--- src/rtl/epalloc_pkg.sv ---
package epalloc_pkg;
  localparam int EP_COUNT    = 16;
  localparam int EP_IDX_W    = $clog2(EP_COUNT);
  localparam int SIZE_CODE_W = 3;
  localparam logic [EP_IDX_W-1:0] LAST_EP = EP_IDX_W'(EP_COUNT - 1);

  typedef struct packed {
    logic                   enable;
    logic                   iso;
    logic                   dirIn;
    logic                   dbl;
    logic [SIZE_CODE_W-1:0] sizeCode;
  } epCfg_t;

  typedef struct packed {
    logic                stage;
    logic [EP_IDX_W-1:0] stageIdx;
    logic                step;
    logic [EP_IDX_W-1:0] stepIdx;
    logic                busReset;
  } allocStrobes_t;
endpackage

--- src/rtl/epalloc_ctrl.sv ---
module epalloc_ctrl
  import epalloc_pkg::*;
(
  input  logic                clk,
  input  logic                rstN,
  input  logic                cfgValid,
  input  logic [EP_IDX_W-1:0] cfgIdx,
  input  logic                busResetIn,
  output allocStrobes_t       strb,
  output logic                busy
);
  logic [EP_IDX_W-1:0] seqNext;
  logic [EP_IDX_W-1:0] stepIdx;
  logic                accept;

  assign accept = cfgValid && !busy && !busResetIn &&
                  (cfgIdx == '0 || cfgIdx == seqNext);

  always_ff @(posedge clk) begin
    if (!rstN || busResetIn) begin
      seqNext <= '0;
      busy    <= 1'b0;
      stepIdx <= '0;
    end else if (busy) begin
      if (stepIdx == LAST_EP) busy <= 1'b0;
      else                    stepIdx <= stepIdx + 1'b1;
    end else if (cfgValid) begin
      if (accept) begin
        if (cfgIdx == LAST_EP) begin
          seqNext <= '0;
          busy    <= 1'b1;
          stepIdx <= '0;
        end else begin
          seqNext <= cfgIdx + 1'b1;
        end
      end else begin
        seqNext <= '0;
      end
    end
  end

  always_comb begin
    strb.stage    = accept;
    strb.stageIdx = cfgIdx;
    strb.step     = busy;
    strb.stepIdx  = stepIdx;
    strb.busReset = busResetIn;
  end


  pass_start_chk: assert property (@(posedge clk) disable iff (!rstN)
    $rose(busy) |-> $past(cfgValid && cfgIdx == LAST_EP));


  seq_restart_chk: assert property (@(posedge clk) disable iff (!rstN)
    (cfgValid && !busy && !busResetIn && cfgIdx != '0 && cfgIdx != seqNext)
      |=> (seqNext == '0 && !busy));


  pass_length_chk: assert property (@(posedge clk) disable iff (!rstN)
    (busy && stepIdx != LAST_EP && !busResetIn)
      |=> (busy && stepIdx == EP_IDX_W'($past(stepIdx) + 1'b1)));
endmodule

--- src/rtl/epalloc_datapath.sv ---
module epalloc_datapath
  import epalloc_pkg::*;
#(
  parameter int CAPACITY       = 2048,
  parameter int MIN_SIZE_LOG2  = 3,
  parameter int CTRL_SIZE_CODE = 3,
  localparam int ADDR_W = $clog2(CAPACITY + 1)
) (
  input  logic                               clk,
  input  logic                               rstN,
  input  allocStrobes_t                      strb,
  input  epCfg_t                             stagePayload,
  output logic [EP_COUNT-1:0][ADDR_W-1:0]    baseQ,
  output logic [EP_COUNT-1:0][ADDR_W-1:0]    lenQ,
  output logic [EP_COUNT-1:0]                enQ,
  output logic [EP_COUNT-1:0]                isoQ,
  output logic [EP_COUNT-1:0]                dirQ,
  output logic                               flushQ,
  output logic                               overflowQ
);
  localparam int NEED_W = MIN_SIZE_LOG2 + (1 << SIZE_CODE_W) + 1;
  localparam int SUM_W  = ((NEED_W > ADDR_W) ? NEED_W : ADDR_W) + 1;

  epCfg_t            shadow [EP_COUNT];
  logic [SUM_W-1:0]  cursor;
  logic              changedAcc;

  epCfg_t            cur;
  logic [SUM_W-1:0]  sizeB, need, cursorBase, endAddr;
  logic [ADDR_W-1:0] newLen;
  logic              fits, newEn, changed, accPrev, firstStep;

  function automatic epCfg_t withFixed(input logic [EP_IDX_W-1:0] idx, input epCfg_t p);
    epCfg_t r;
    r = p;
    if (idx < EP_IDX_W'(2)) begin
      r.enable   = 1'b1;
      r.iso      = 1'b0;
      r.dirIn    = idx[0];
      r.dbl      = 1'b0;
      r.sizeCode = SIZE_CODE_W'(CTRL_SIZE_CODE);
    end
    return r;
  endfunction

  always_comb begin
    cur        = shadow[strb.stepIdx];
    firstStep  = (strb.stepIdx == '0);
    sizeB      = SUM_W'(1) << (SUM_W'(MIN_SIZE_LOG2) + SUM_W'(cur.sizeCode));
    need       = !cur.enable ? '0 : (cur.dbl ? (sizeB << 1) : sizeB);
    cursorBase = firstStep ? '0 : cursor;
    endAddr    = cursorBase + need;
    fits       = (endAddr <= SUM_W'(CAPACITY));
    newEn      = cur.enable && fits;
    newLen     = newEn ? need[ADDR_W-1:0] : '0;
    changed    = (newEn != enQ[strb.stepIdx]) || (newLen != lenQ[strb.stepIdx]);
    accPrev    = !firstStep && changedAcc;
  end

  always_ff @(posedge clk) begin
    if (!rstN) begin
      for (int i = 0; i < EP_COUNT; i++) shadow[i] <= '0;
      baseQ      <= '0;
      lenQ       <= '0;
      enQ        <= '0;
      isoQ       <= '0;
      dirQ       <= '0;
      cursor     <= '0;
      changedAcc <= 1'b0;
      flushQ     <= 1'b0;
      overflowQ  <= 1'b0;
    end else begin
      flushQ <= 1'b0;
      if (strb.busReset) begin
        enQ    <= '0;
        lenQ   <= '0;
        flushQ <= 1'b1;
      end else begin
        if (strb.stage)
          shadow[strb.stageIdx] <= withFixed(strb.stageIdx, stagePayload);
        if (strb.step) begin
          baseQ[strb.stepIdx] <= cursorBase[ADDR_W-1:0];
          lenQ[strb.stepIdx]  <= newLen;
          enQ[strb.stepIdx]   <= newEn;
          isoQ[strb.stepIdx]  <= cur.iso;
          dirQ[strb.stepIdx]  <= cur.dirIn;
          cursor              <= cursorBase + SUM_W'(newLen);
          changedAcc          <= accPrev || changed;
          overflowQ           <= (!firstStep && overflowQ) || (cur.enable && !fits);
          if (strb.stepIdx == LAST_EP) flushQ <= accPrev || changed;
        end
      end
    end
  end

  generate
    for (genvar g = 0; g < EP_COUNT; g++) begin : gFitChk

      region_fits_chk: assert property (@(posedge clk) disable iff (!rstN)
        enQ[g] |-> (SUM_W'(baseQ[g]) + SUM_W'(lenQ[g]) <= SUM_W'(CAPACITY)));
    end
  endgenerate


  bus_reset_clear_chk: assert property (@(posedge clk) disable iff (!rstN)
    strb.busReset |=> (enQ == '0 && lenQ == '0 && flushQ));
endmodule

--- src/rtl/ep_fifo_allocator.sv ---
module ep_fifo_allocator
  import epalloc_pkg::*;
#(
  parameter int CAPACITY       = 2048,
  parameter int MIN_SIZE_LOG2  = 3,
  parameter int CTRL_SIZE_CODE = 3,
  localparam int ADDR_W = $clog2(CAPACITY + 1)
) (
  input  logic                            clk,
  input  logic                            rstN,
  input  logic                            cfgValid,
  input  logic [EP_IDX_W-1:0]             cfgIdx,
  input  logic [$bits(epCfg_t)-1:0]       cfgData,
  input  logic                            busReset,
  output logic [EP_COUNT-1:0][ADDR_W-1:0] epBase,
  output logic [EP_COUNT-1:0][ADDR_W-1:0] epLen,
  output logic [EP_COUNT-1:0]             epEnable,
  output logic [EP_COUNT-1:0]             epIso,
  output logic [EP_COUNT-1:0]             epDirIn,
  output logic [EP_COUNT-1:0]             epFlush,
  output logic                            busy,
  output logic                            overflow
);
  allocStrobes_t       strb;
  logic [EP_COUNT-1:0] enQ;
  logic                flushQ;

  epalloc_ctrl u_ctrl (
    .clk        (clk),
    .rstN       (rstN),
    .cfgValid   (cfgValid),
    .cfgIdx     (cfgIdx),
    .busResetIn (busReset),
    .strb       (strb),
    .busy       (busy)
  );

  epalloc_datapath #(
    .CAPACITY       (CAPACITY),
    .MIN_SIZE_LOG2  (MIN_SIZE_LOG2),
    .CTRL_SIZE_CODE (CTRL_SIZE_CODE)
  ) u_dp (
    .clk          (clk),
    .rstN         (rstN),
    .strb         (strb),
    .stagePayload (epCfg_t'(cfgData)),
    .baseQ        (epBase),
    .lenQ         (epLen),
    .enQ          (enQ),
    .isoQ         (epIso),
    .dirQ         (epDirIn),
    .flushQ       (flushQ),
    .overflowQ    (overflow)
  );

  assign epEnable = enQ & {EP_COUNT{~busy}};
  assign epFlush  = {EP_COUNT{flushQ}};


  flush_after_pass_chk: assert property (@(posedge clk) disable iff (!rstN)
    (epFlush != '0) |-> !busy);


  hidden_while_busy_chk: assert property (@(posedge clk) disable iff (!rstN)
    busy |-> (epEnable == '0));
endmodule

--- config.mk ---
export PLATFORM = sky130hd
export DESIGN_NAME = ep_fifo_allocator
export DESIGN_NICKNAME = d
export VERILOG_FILES = /design/src/rtl/epalloc_pkg.sv /design/src/rtl/epalloc_ctrl.sv /design/src/rtl/epalloc_datapath.sv /design/src/rtl/ep_fifo_allocator.sv
export SDC_FILE = /design/constraint.sdc
export NUM_CORES = 1
export LEC_CHECK = 0
export BUFFER_PORTS_ARGS = -buffer_cell sky130_fd_sc_hd__buf_2
export CAP_MARGIN = 15
export CORE_MARGIN = 3
export CORE_UTILIZATION = 56
export DETAILED_ROUTE_END_ITERATION = 7
export PLACE_DENSITY = 0.78
export SYNTH_ARGS = -nofsm -noshare
export SYNTH_HDL_FRONTEND = slang
export SYNTH_SLANG_ARGS = --single-unit
--- constraint.sdc ---
create_clock -name clk -period 9.9 [get_ports clk]
set_input_delay 0.495 -clock clk [delete_from_list [all_inputs] [get_ports clk]]
set_output_delay 0.495 -clock clk [all_outputs]
set_load 0.005 [all_outputs]
After elaboration in Yosys (flattened, before gate mapping)
Memories as Yosys holds them, arrays and structs flattened. A register that Yosys moved wholly into a read port is not among the register bits.
Cells that the tools add are included.
- register bits: 457
- memory bits (writable): 112
- memories kept: 1
- add/sub/neg operators: 5
- magnitude comparators: 4
- eq/ne operators: 6
- shifts and indexed selects: 1
- muxes and demuxes: 46
- bitwise operators: 4
- reduce and logical (&&, ||, !) cells: 28
- memory list (memory ; depth ; width ; read ports ; clocked after memory_dff ; write ports ; line ; text):
    u_dp.shadow ; 16 ; 7 ; 1 ; 1 ; 16 ; epalloc_datapath.sv:24 ; epCfg_t shadow [EP_COUNT];
- operators with widths (kind ; number):
    bitwise mux 192 bit ; 2
    binary-select mux 12 bit (select 4 bit) ; 1
    bitwise mux 16 bit ; 3
    demux 12 bit (select 4 bit) ; 1
    two-way mux 4 bit ; 10
    two-way mux 13 bit ; 3
    two-way mux 12 bit ; 3
    two-way mux 7 bit ; 5
    AND 16 bit ; 1
    two-way mux 1 bit ; 16
    adder 13 x 12 -> 13 bit ; 1
    adder 13 bit ; 1
    less-or-equal comparator 13 x 12 -> 1 bit (second input constant) ; 1
    left shift 1 x 13 -> 13 bit (first input constant) ; 1
    inequality test 12 bit ; 1
    adder 4 x 1 -> 4 bit (second input constant) ; 2
    equality test 4 bit (second input constant) ; 2
    logical AND 1 bit ; 8
    logical NOT 4 bit ; 2
    OR reduction 7 bit ; 1
    nonzero test 2 bit ; 3
    logical NOT 1 bit ; 5
    logical OR 1 bit ; 5
    < comparator 4 x 5 -> 1 bit (second input constant) ; 1
    12 further kinds ; 15

Depth between registers and ports, before layout
Gate-level depths: netlist (run 1).
- depth in word-level cells: 14
- mapped depth: 36
- mapped depth without buffers: 26

Cells and area by module
Synthesis (run 1) repeated with hierarchy kept, for this count alone.
- cells, all modules: 2692
- area, all modules: 24599.8 µm²
- by module, submodules not included (module ; instances ; cells each ; area an instance (µm²) ; sequential area each (µm²)):
    epalloc_datapath ; 1 ; 2596 ; 23780.3 ; 12331.8
    epalloc_ctrl ; 1 ; 63 ; 555.5 ; 180.2
    ep_fifo_allocator ; 1 ; 33 ; 264.0 ; 0.0

Worst setup path after synthesis (run 1)
Ideal clock, no wire load.
- kind: flip-flop to flip-flop
- from: reg u_ctrl.stepIdx[0]
- to: reg u_dp.cursor[11]
- library setup time: 0.079 ns
- arrival: 6.868 ns
- data required time: 9.821 ns
- path slack: 2.954 ns
- stages on the path, launching flop included: 36
- period minus slack after synthesis: 6.946 ns
- path through: dfxtp_1 -> buf_2 -> buf_2 -> buf_2 -> buf_2 -> buf_2 -> inv_1 -> ha_1 -> inv_2 -> nor3_2 -> clkbuf_1 -> nor2b_1 -> clkbuf_1 -> clkbuf_1 -> ha_1 -> buf_2 -> a21oi_2 -> o211a_1 -> nor2_1 -> a31oi_1 -> mux2_2 -> a31oi_4 -> or2_0 -> clkbuf_1 -> nor2_1 -> buf_2 -> ha_1 -> inv_1 -> o21ai_0 -> a21oi_1 -> o21ai_0 -> a21oi_1 -> o21ai_0 -> o41ai_1 -> nand4_1 -> o211ai_1
- word-level cells in the longest chain between the ends: 7
- RTL lines (what ; line ; text):
    start, declared ; epalloc_ctrl.sv:13 ; logic [EP_IDX_W-1:0] stepIdx;
    start signal, assigned ; epalloc_ctrl.sv:26 ; else stepIdx <= stepIdx + 1'b1;
    logical NOT 4 bit ; epalloc_datapath.sv:48 ; firstStep = (strb.stepIdx == '0);
    two-way mux 13 bit ; epalloc_datapath.sv:51 ; cursorBase = firstStep ? '0 : cursor;
    net u_dp.cursorBase[4] ; epalloc_datapath.sv:29 ; logic [SUM_W-1:0] sizeB, need, cursorBase, endAddr;
    adder 13 bit ; epalloc_datapath.sv:52 ; endAddr = cursorBase + need;
    less-or-equal comparator 13 x 12 -> 1 bit ; epalloc_datapath.sv:53 ; fits = (endAddr <= SUM_W'(CAPACITY));
    logical AND 1 bit ; epalloc_datapath.sv:54 ; newEn = cur.enable && fits;
    two-way mux 12 bit ; epalloc_datapath.sv:55 ; newLen = newEn ? need[ADDR_W-1:0] : '0;
    net u_dp.newLen[3] ; epalloc_datapath.sv:30 ; logic [ADDR_W-1:0] newLen;
    adder 13 x 12 -> 13 bit ; epalloc_datapath.sv:87 ; cursor <= cursorBase + SUM_W'(newLen);
    end signal, assigned ; epalloc_datapath.sv:87 ;
    end, declared ; epalloc_datapath.sv:25 ; logic [SUM_W-1:0] cursor;
The timed path passes the listed nets, and every way through them passes these cells.
A chain may end at the register's enable or synchronous reset.

==> flow_metrics.tcl, run 1 <==
set metrics [dict create \
    ctsLongestPathBuffers 3 \
    finalCriticalPeriod_ns 7.611 \
    avgViaCountPerCell 5.949 \
    syn_area_um2 24600 \
    initial_utilization_pct 56.87 \
    internal-power_mw 3.626 \
    cts_hold_buffers 0 \
    worst_setup_path_start_kind "flip-flop" \
    yosys.area.top_type_share_pct 37.51 \
    outcome "complete, no violations" \
    path_depth 22 \
    r2r_end "u_dp.cursor[12]" \
    fin_crit_sh_pct 76.88 \
    cp-endpoint "u_dp.cursor[12]" \
    grt_start_max_net_pins 127 \
    grt_pass1_wl_mm 125.4 \
    yosysTopAreaCell "dfxtp_1" \
    max_stage_delay_ns 0.98 \
    cpMaxStageDelayCell "dfxtp_2" \
    hpwl_mm 57.98 \
    power_mw 4.638 \
    path_clk_slew_ns 0.07 \
    cts_resized 0 \
    crit_path_end_kind "flip-flop" \
    critical_path_buf_inv_count 0 \
    power_frac_comb_pct 2.5 \
    synth_ff_type "dfxtp_1" \
    synthDistinctLibCells 75 \
    synth_area_per_cell_um2 9.215 \
    slew_headroom_pct 16.45 \
    pwr-share-clk_pct 45.8 \
    clock_skew_ns 0.02025 \
    synth-xor-area-share_pct 0.8492 \
    synth_top_family_by_area "simple AND/OR/NAND/NOR gates" \
    worstMarginPinSlew_ns 1.249 \
    drc_errors 0 \
    cts_root_buf "clkbuf_16" \
    power.density_nw_per_um2 160.6 \
    core_area_um2 43270 \
    path_class "flip-flop to flip-flop" \
    hp-class "primary input to flip-flop" \
    maxCapViolations 0 \
    grt_pass1_vias 20560 \
    synth_seq_area_share_pct 51.18 \
    synth_area_leaders "dfxtp_1, edfxtp_1, nand2_1" \
    synthSimpleGateAreaFrac_pct 21.31 \
    crit_fanout 28 \
    r2r_cells 22 \
    power_frac_seq_pct 51.7 \
    layout-drive-gt1-share_pct 23.44 \
    synth_seq_cells 573 \
    synthMuxAreaShare_pct 7.623 \
    p_sw_mw 1.012 \
    synthCells 2670 \
    grt_antenna_before_repair 1 \
    yosysWarningCount 0 \
    die-area_um2 46490 \
    drv_slew 0 \
    dr.pass1.iters 6 \
    cts-htree-levels 2 \
    nFillCells 3421 \
    fin_setup_tns_ns 0 \
    p_leak_nw 11.55 \
    synthAdderAreaFrac_pct 1.790 \
    area_growth_pct 17.39 \
    clkSinkCount 573 \
    hold_viol 0 \
    path_cells "mux4_2 -> a22oi_1 -> nand2_2 -> or2_4 -> mux2_2 -> nor2_1 -> ha_1 -> and4_4 -> a221oi_2 -> nand3_1 -> and4_1 -> or3_1 -> nor3b_4 -> ha_1 -> a21boi_0 -> o21ai_0 -> a21boi_0 -> o21ai_0 -> a21oi_1 -> o31ai_1 -> a22oi_1 -> o22ai_1" \
    drtIter0Drc 2491 \
    peakVddDrop_v 0.0001287 \
    required_ns 10.44 \
    wl_per_cell_um 22.99 \
    rsz0062_at_grt "false" \
    grtUsageTotal_pct 34.84 \
    postRouteAntennaNets 0 \
    fmax_ghz 0.1314 \
    die_x_um 215.6 \
    insertion_delay_ns 0.63 \
    die_h_um 215.6 \
    crit_arrival_ns 8.16 \
    ios 465 \
    portBuffers 464 \
    wl_mm 83.80 \
    place_congestion 0.9135 \
    cts_made_buffers 54 \
    cts_tree "done" \
    rows 76 \
    vias 21680 \
    synthArstFlopShare_pct 0 \
    synth_compound_area_share_pct 13.01 \
    fin_util_pct 66.76 \
    synth_edf_count 112 \
    finalSetupViolCount 0 \
    crit_family "simple AND/OR/NAND/NOR gates" \
    grt-ovfl-total 0 \
    post_cts_buffers 0 \
    sw_frac_of_total_pct 21.81 \
    fin_nets 3064 \
    reg2reg_setup_slack_ns 2.29 \
]
## worst min path at each step
stage / start / end / slack, ns / depth (start not counted)
after floorplan: u_dp.cursor[12] / u_dp.cursor[12] / 0.43 / 2
after global routing: rstN / u_dp.cursor[1] / 0.31 / 2
final: rstN / u_dp.cursor[1] / 0.32 / 2
after global placement: u_dp.baseQ[5] / u_dp.baseQ[5] / 0.44 / 1
after detailed placement: u_dp.baseQ[8] / u_dp.baseQ[8] / 0.44 / 1
after CTS: rstN / u_dp.cursor[1] / 0.28 / 2
## registers in the layout, indices dropped and copies added (netlist names), named ones only
register and count:
u_dp.flushQ 1, u_dp.changedAcc 1, u_dp.isoQ 16, u_ctrl.busy 1, u_dp.cursor 13, u_dp.lenQ 192
u_dp.dirQ 16, u_ctrl.seqNext 4, u_dp.overflowQ 1, u_dp.shadow 112, u_dp.baseQ 192, u_dp.enQ 16
u_ctrl.stepIdx 4
## metrics by stage
| stage | instance area (um^2) | hold WS (ns) | std cells | setup slack (ns) |
|---|---|---|---|---|
| after floorplan | 24630 | 0.4293 | 2676 | 2.954 |
| after global placement | 27050 | 0.4361 | 3540 | 2.576 |
| after detailed placement | 27050 | 0.4381 | 3540 | 2.402 |
| after CTS | 28850 | 0.2829 | 3640 | 2.325 |
| after global routing | 28880 | 0.3131 | 3644 | 1.752 |
| final | 28880 | 0.3159 | 3645 | 2.289 |
## final cells by class
| type | instances | area [um^2] | share of cell area [%] |
|---|---|---|---|
| inverter | 23 | 86.33 | 0.2989 |
| antenna | 1 | 2.502 | 0.008664 |
| clock buffer | 81 | 1604 | 5.553 |
| sequential | 573 | 12600 | 43.62 |
| timing repair buffer | 501 | 2606 | 9.023 |
| tap | 585 | 732.0 | 2.534 |
| clock inverter | 19 | 195.2 | 0.6758 |
| multi-input combinational | 1862 | 11060 | 38.29 |
## synth_stat cells (all sizes together) (3+ instances only)
library cell and n:
or4 3, a22oi 10, a22o 3, or3 5, a21oi 179, a221oi 3
nor4 15, nand3 30, o41ai 3, nor3b 6, nand2 832, mux2 3
or2 3, nor2b 44, nand2b 5, a21boi 218, a31oi 7, mux4 80
xnor2 11, nor3 18, buf 63, clkbuf 155, dfxtp 461, o22ai 3
edfxtp 112, inv 22, ha 32, o31ai 4, nand4 9, mux2i 4
nor2 179, o21ai 27, a32oi 3, xor2 12, and3 48, a21o 5
and2 27
## power by group through the flow
stage	combinational, mW	clock [mW]	sequential (mW)
finish	0.118	2.12	2.40
detailed placement	0.114	0	2.45
CTS	0.115	2.13	2.40
floorplan	0.0850	0	2.44
global route	0.125	2.22	2.40
global placement	0.112	0	2.45
## per-layer routing
| layer | share of wire (%) | wire length, um | vias to the layer above | GRT usage (%) |
|---|---|---|---|---|
| met4 | 4.5 | 3748 | 0 | 14.56 |
| li1 | - | - | 9675 | - |
| met1 | 38 | 31930 | 10450 | 45.96 |
| met2 | 47 | 39030 | 1344 | 56.54 |
| met5 | 0 | 0 | - | 0 |
| met3 | 11 | 9097 | 215 | 6.885 |
## cells in the final DEF (no fill, tap or decap), drive strengths merged, types with 4 or more instances in the layout
master / instances
conb: 8
and2: 27
inv: 25
or3: 5
xnor2: 11
o21ai: 27
nor3: 18
nand3: 30
a21boi: 218
nor3b: 6
nand2: 832
mux2i: 4
a31oi: 7
buf: 501
a22oi: 10
edfxtp: 112
and3: 48
o31ai: 4
a21o: 5
xor2: 12
nand2b: 5
nor2b: 44
a21oi: 179
nand4: 9
nor2: 179
mux4: 80
clkbuf: 81
ha: 32
dfxtp: 461
nor4: 15
clkinv: 13
## kinds of logic (layout without fill, tap and decap cells)
family / after synthesis / count (layout)
fa+ha+maj: 34 / 34
mux: 87 / 87
other cells: 2 / 9
simple gates: 1229 / 1229
buf+inv: 241 / 624
flops: 573 / 573
compound gates: 481 / 481
xor+xnor: 23 / 23
No activity file was read; power rests on OpenSTA's default activity.
==> run 2, diff against run 1 <==
CORE_UTILIZATION = 50   (was 56)
PLACE_DENSITY = 0.74   (was 0.78)
clock period = 7 ns   (was 9.9 ns; I/O delays follow)
==> run 2 against run 1 <==
Net effect:
- via count shrank 1.4%
- clock-buffer cell count grew 1
- clock skew grew 0.0082 ns
- critical endpoint is now u_dp.cursor[11]
- combinational power grew 41%
- power grew 43%
- critical path depth grew 4
- non-clock buffer count grew 23
- core utilization shrank 6.1 points
- register-to-register slack lost 1.6 ns
- largest cell class unchanged
- sequential cell count is the same
- sequential share of layout area shrank 0.48 points
==> flow_metrics.tcl, run 2 (same netlist as run 1, synthesis figures left out) <==
set metrics [dict create \
    p_leak_nw 11.69 \
    die-area_um2 51910 \
    die_h_um 227.8 \
    finalInstanceArea_um2 29200 \
    hold_viol 0 \
    hp-class "primary input to flip-flop" \
    rsz0062_at_grt "false" \
    hpwl_mm 58.78 \
    final_common_cell "nand2_1" \
    dr.pass1.iters 8 \
    insertion_delay_ns 0.62 \
    maxCapViolations 0 \
    wl_mm 83.36 \
    layout-drive-gt1-share_pct 23.82 \
    ios 465 \
    grt_start_max_net_pins 97 \
    outcome "complete, no violations" \
    layout_common_cells "nand2_1, buf_2, dfxtp_1" \
    worst_setup_path_start_kind "flip-flop" \
    wl_per_cell_um 22.28 \
    drtIter0Drc 2288 \
    path_class "flip-flop to flip-flop" \
    hold_end "u_dp.dirQ[6]" \
    slew_headroom_pct 20.45 \
    postPlaceCellArea_um2 27310 \
    crit_arrival_ns 6.84 \
    area_growth_pct 18.69 \
    grt-ovfl-total 0 \
    crit_fanout 14 \
    grt_antenna_before_repair 0 \
    ctsLongestPathBuffers 3 \
    cts_root_buf "clkbuf_16" \
    post_cts_buffers 0 \
    vias 21390 \
    multi_input_area_um2 11040 \
    r2r_cells 26 \
    fin_setup_tns_ns 0 \
    grt_pass1_vias 20510 \
    finalCriticalPeriod_ns 6.295 \
    core_area_um2 48150 \
    clkSinkCount 573 \
    cts_resized 0 \
    finalSetupViolCount 0 \
    cts_made_buffers 56 \
    clock_skew_ns 0.02843 \
    power.density_nw_per_um2 226.6 \
    portBuffers 464 \
    whs_ns 0.1978 \
    rows 80 \
    cts-htree-levels 2 \
    postRouteAntennaNets 0 \
    initial_utilization_pct 51.10 \
    power_mw 6.617 \
    regArea_um2 12600 \
    crit_path_end_kind "flip-flop" \
    holdPathStages 2 \
    grt_pass1_wl_mm 124.7 \
    required_ns 7.55 \
    cts_hold_buffers 0 \
    place_congestion 0.8905 \
    worstHoldStart "rstN" \
    fmax_ghz 0.1589 \
    drv_slew 0 \
    die_x_um 227.8 \
    reg2reg_setup_slack_ns 0.71 \
    fin_nets 3089 \
    reg.largest.list "u_dp.baseQ: 192 flops, u_dp.lenQ: 192 flops, u_dp.shadow: 112 flops" \
    avgViaCountPerCell 5.717 \
    grtUsageTotal_pct 30.88 \
    nFillCells 4003 \
    cts_tree "done" \
    path_clk_slew_ns 0.06 \
    peakVddDrop_v 0.0001735 \
    drc_errors 0 \
    fin_util_pct 60.65 \
    antenna_cells 0 \
    r2r_end "u_dp.cursor[11]" \
    worstMarginPinSlew_ns 1.189 \
    fin_crit_sh_pct 89.92 \
]
[run 2: critical path, cell delays in order (launching register included)]
cell and delay [ns]:
dfxtp_2 0.34, buf_4 0.28, mux4_2 0.54, a22o_1 0.28, a221oi_4 0.41, or2_1 0.38, nor3b_4 0.08, ha_1 0.42
a21oi_2 0.25, o211a_1 0.21, nor2_1 0.05, a31oi_1 0.17, mux2_2 0.37, a31oi_4 0.21, or2_0 0.15, buf_4 0.16
nor2_1 0.07, ha_1 0.19, inv_1 0.08, o21ai_0 0.10, a21oi_1 0.23, o21ai_0 0.13, a21oi_1 0.24, o21ai_0 0.16
o41ai_1 0.42, nand4_1 0.16, o211ai_1 0.13
[run 2: worst max path at each step]
stage / start / endpoint / slack [ns] / depth (start not counted)
after floorplan: u_ctrl.stepIdx[0] / u_dp.cursor[11] / 0.05 / 35
after global placement: flip-flop / u_dp.cursor[12] / 0.94 / 24
after detailed placement: flip-flop / u_dp.cursor[11] / 0.83 / 26
after CTS: flip-flop / u_dp.cursor[11] / 0.78 / 26
after global routing: flip-flop / u_dp.cursor[11] / 0.16 / 26
final: flip-flop / u_dp.cursor[11] / 0.71 / 26
[run 2: layout make-up]
class	instances	area share (%)
multi-input combinational	1862	37.81
timing repair buffer	524	9.537
tap	656	2.811
clock inverter	21	0.7541
clock buffer	82	5.656
inverter	23	0.2956
sequential	573	43.14
[run 2: power breakdown]
group	switching, mW	internal (mW)	total (mW)
sequential	0.00835	3.38	3.39
combinational	0.115	0.0515	0.166
clock	1.28	1.78	3.06
[run 2: through the flow]
stage	instances	setup slack, ns
finish	3741	0.7053
global route	3741	0.1645
CTS	3739	0.7792
detailed placement	3636	0.8266
global placement	3636	0.9426
floorplan	2676	0.05356
[run 2: layer usage]
metal | global-route usage (%) | vias to the layer above | routed length, um
li1 | - | 9725 | -
met1 | 40.28 | 10350 | 32900
met2 | 50.21 | 1134 | 38910
met3 | 7.285 | 178 | 8392
met4 | 11.62 | 0 | 3157
met5 | 0 | - | 0
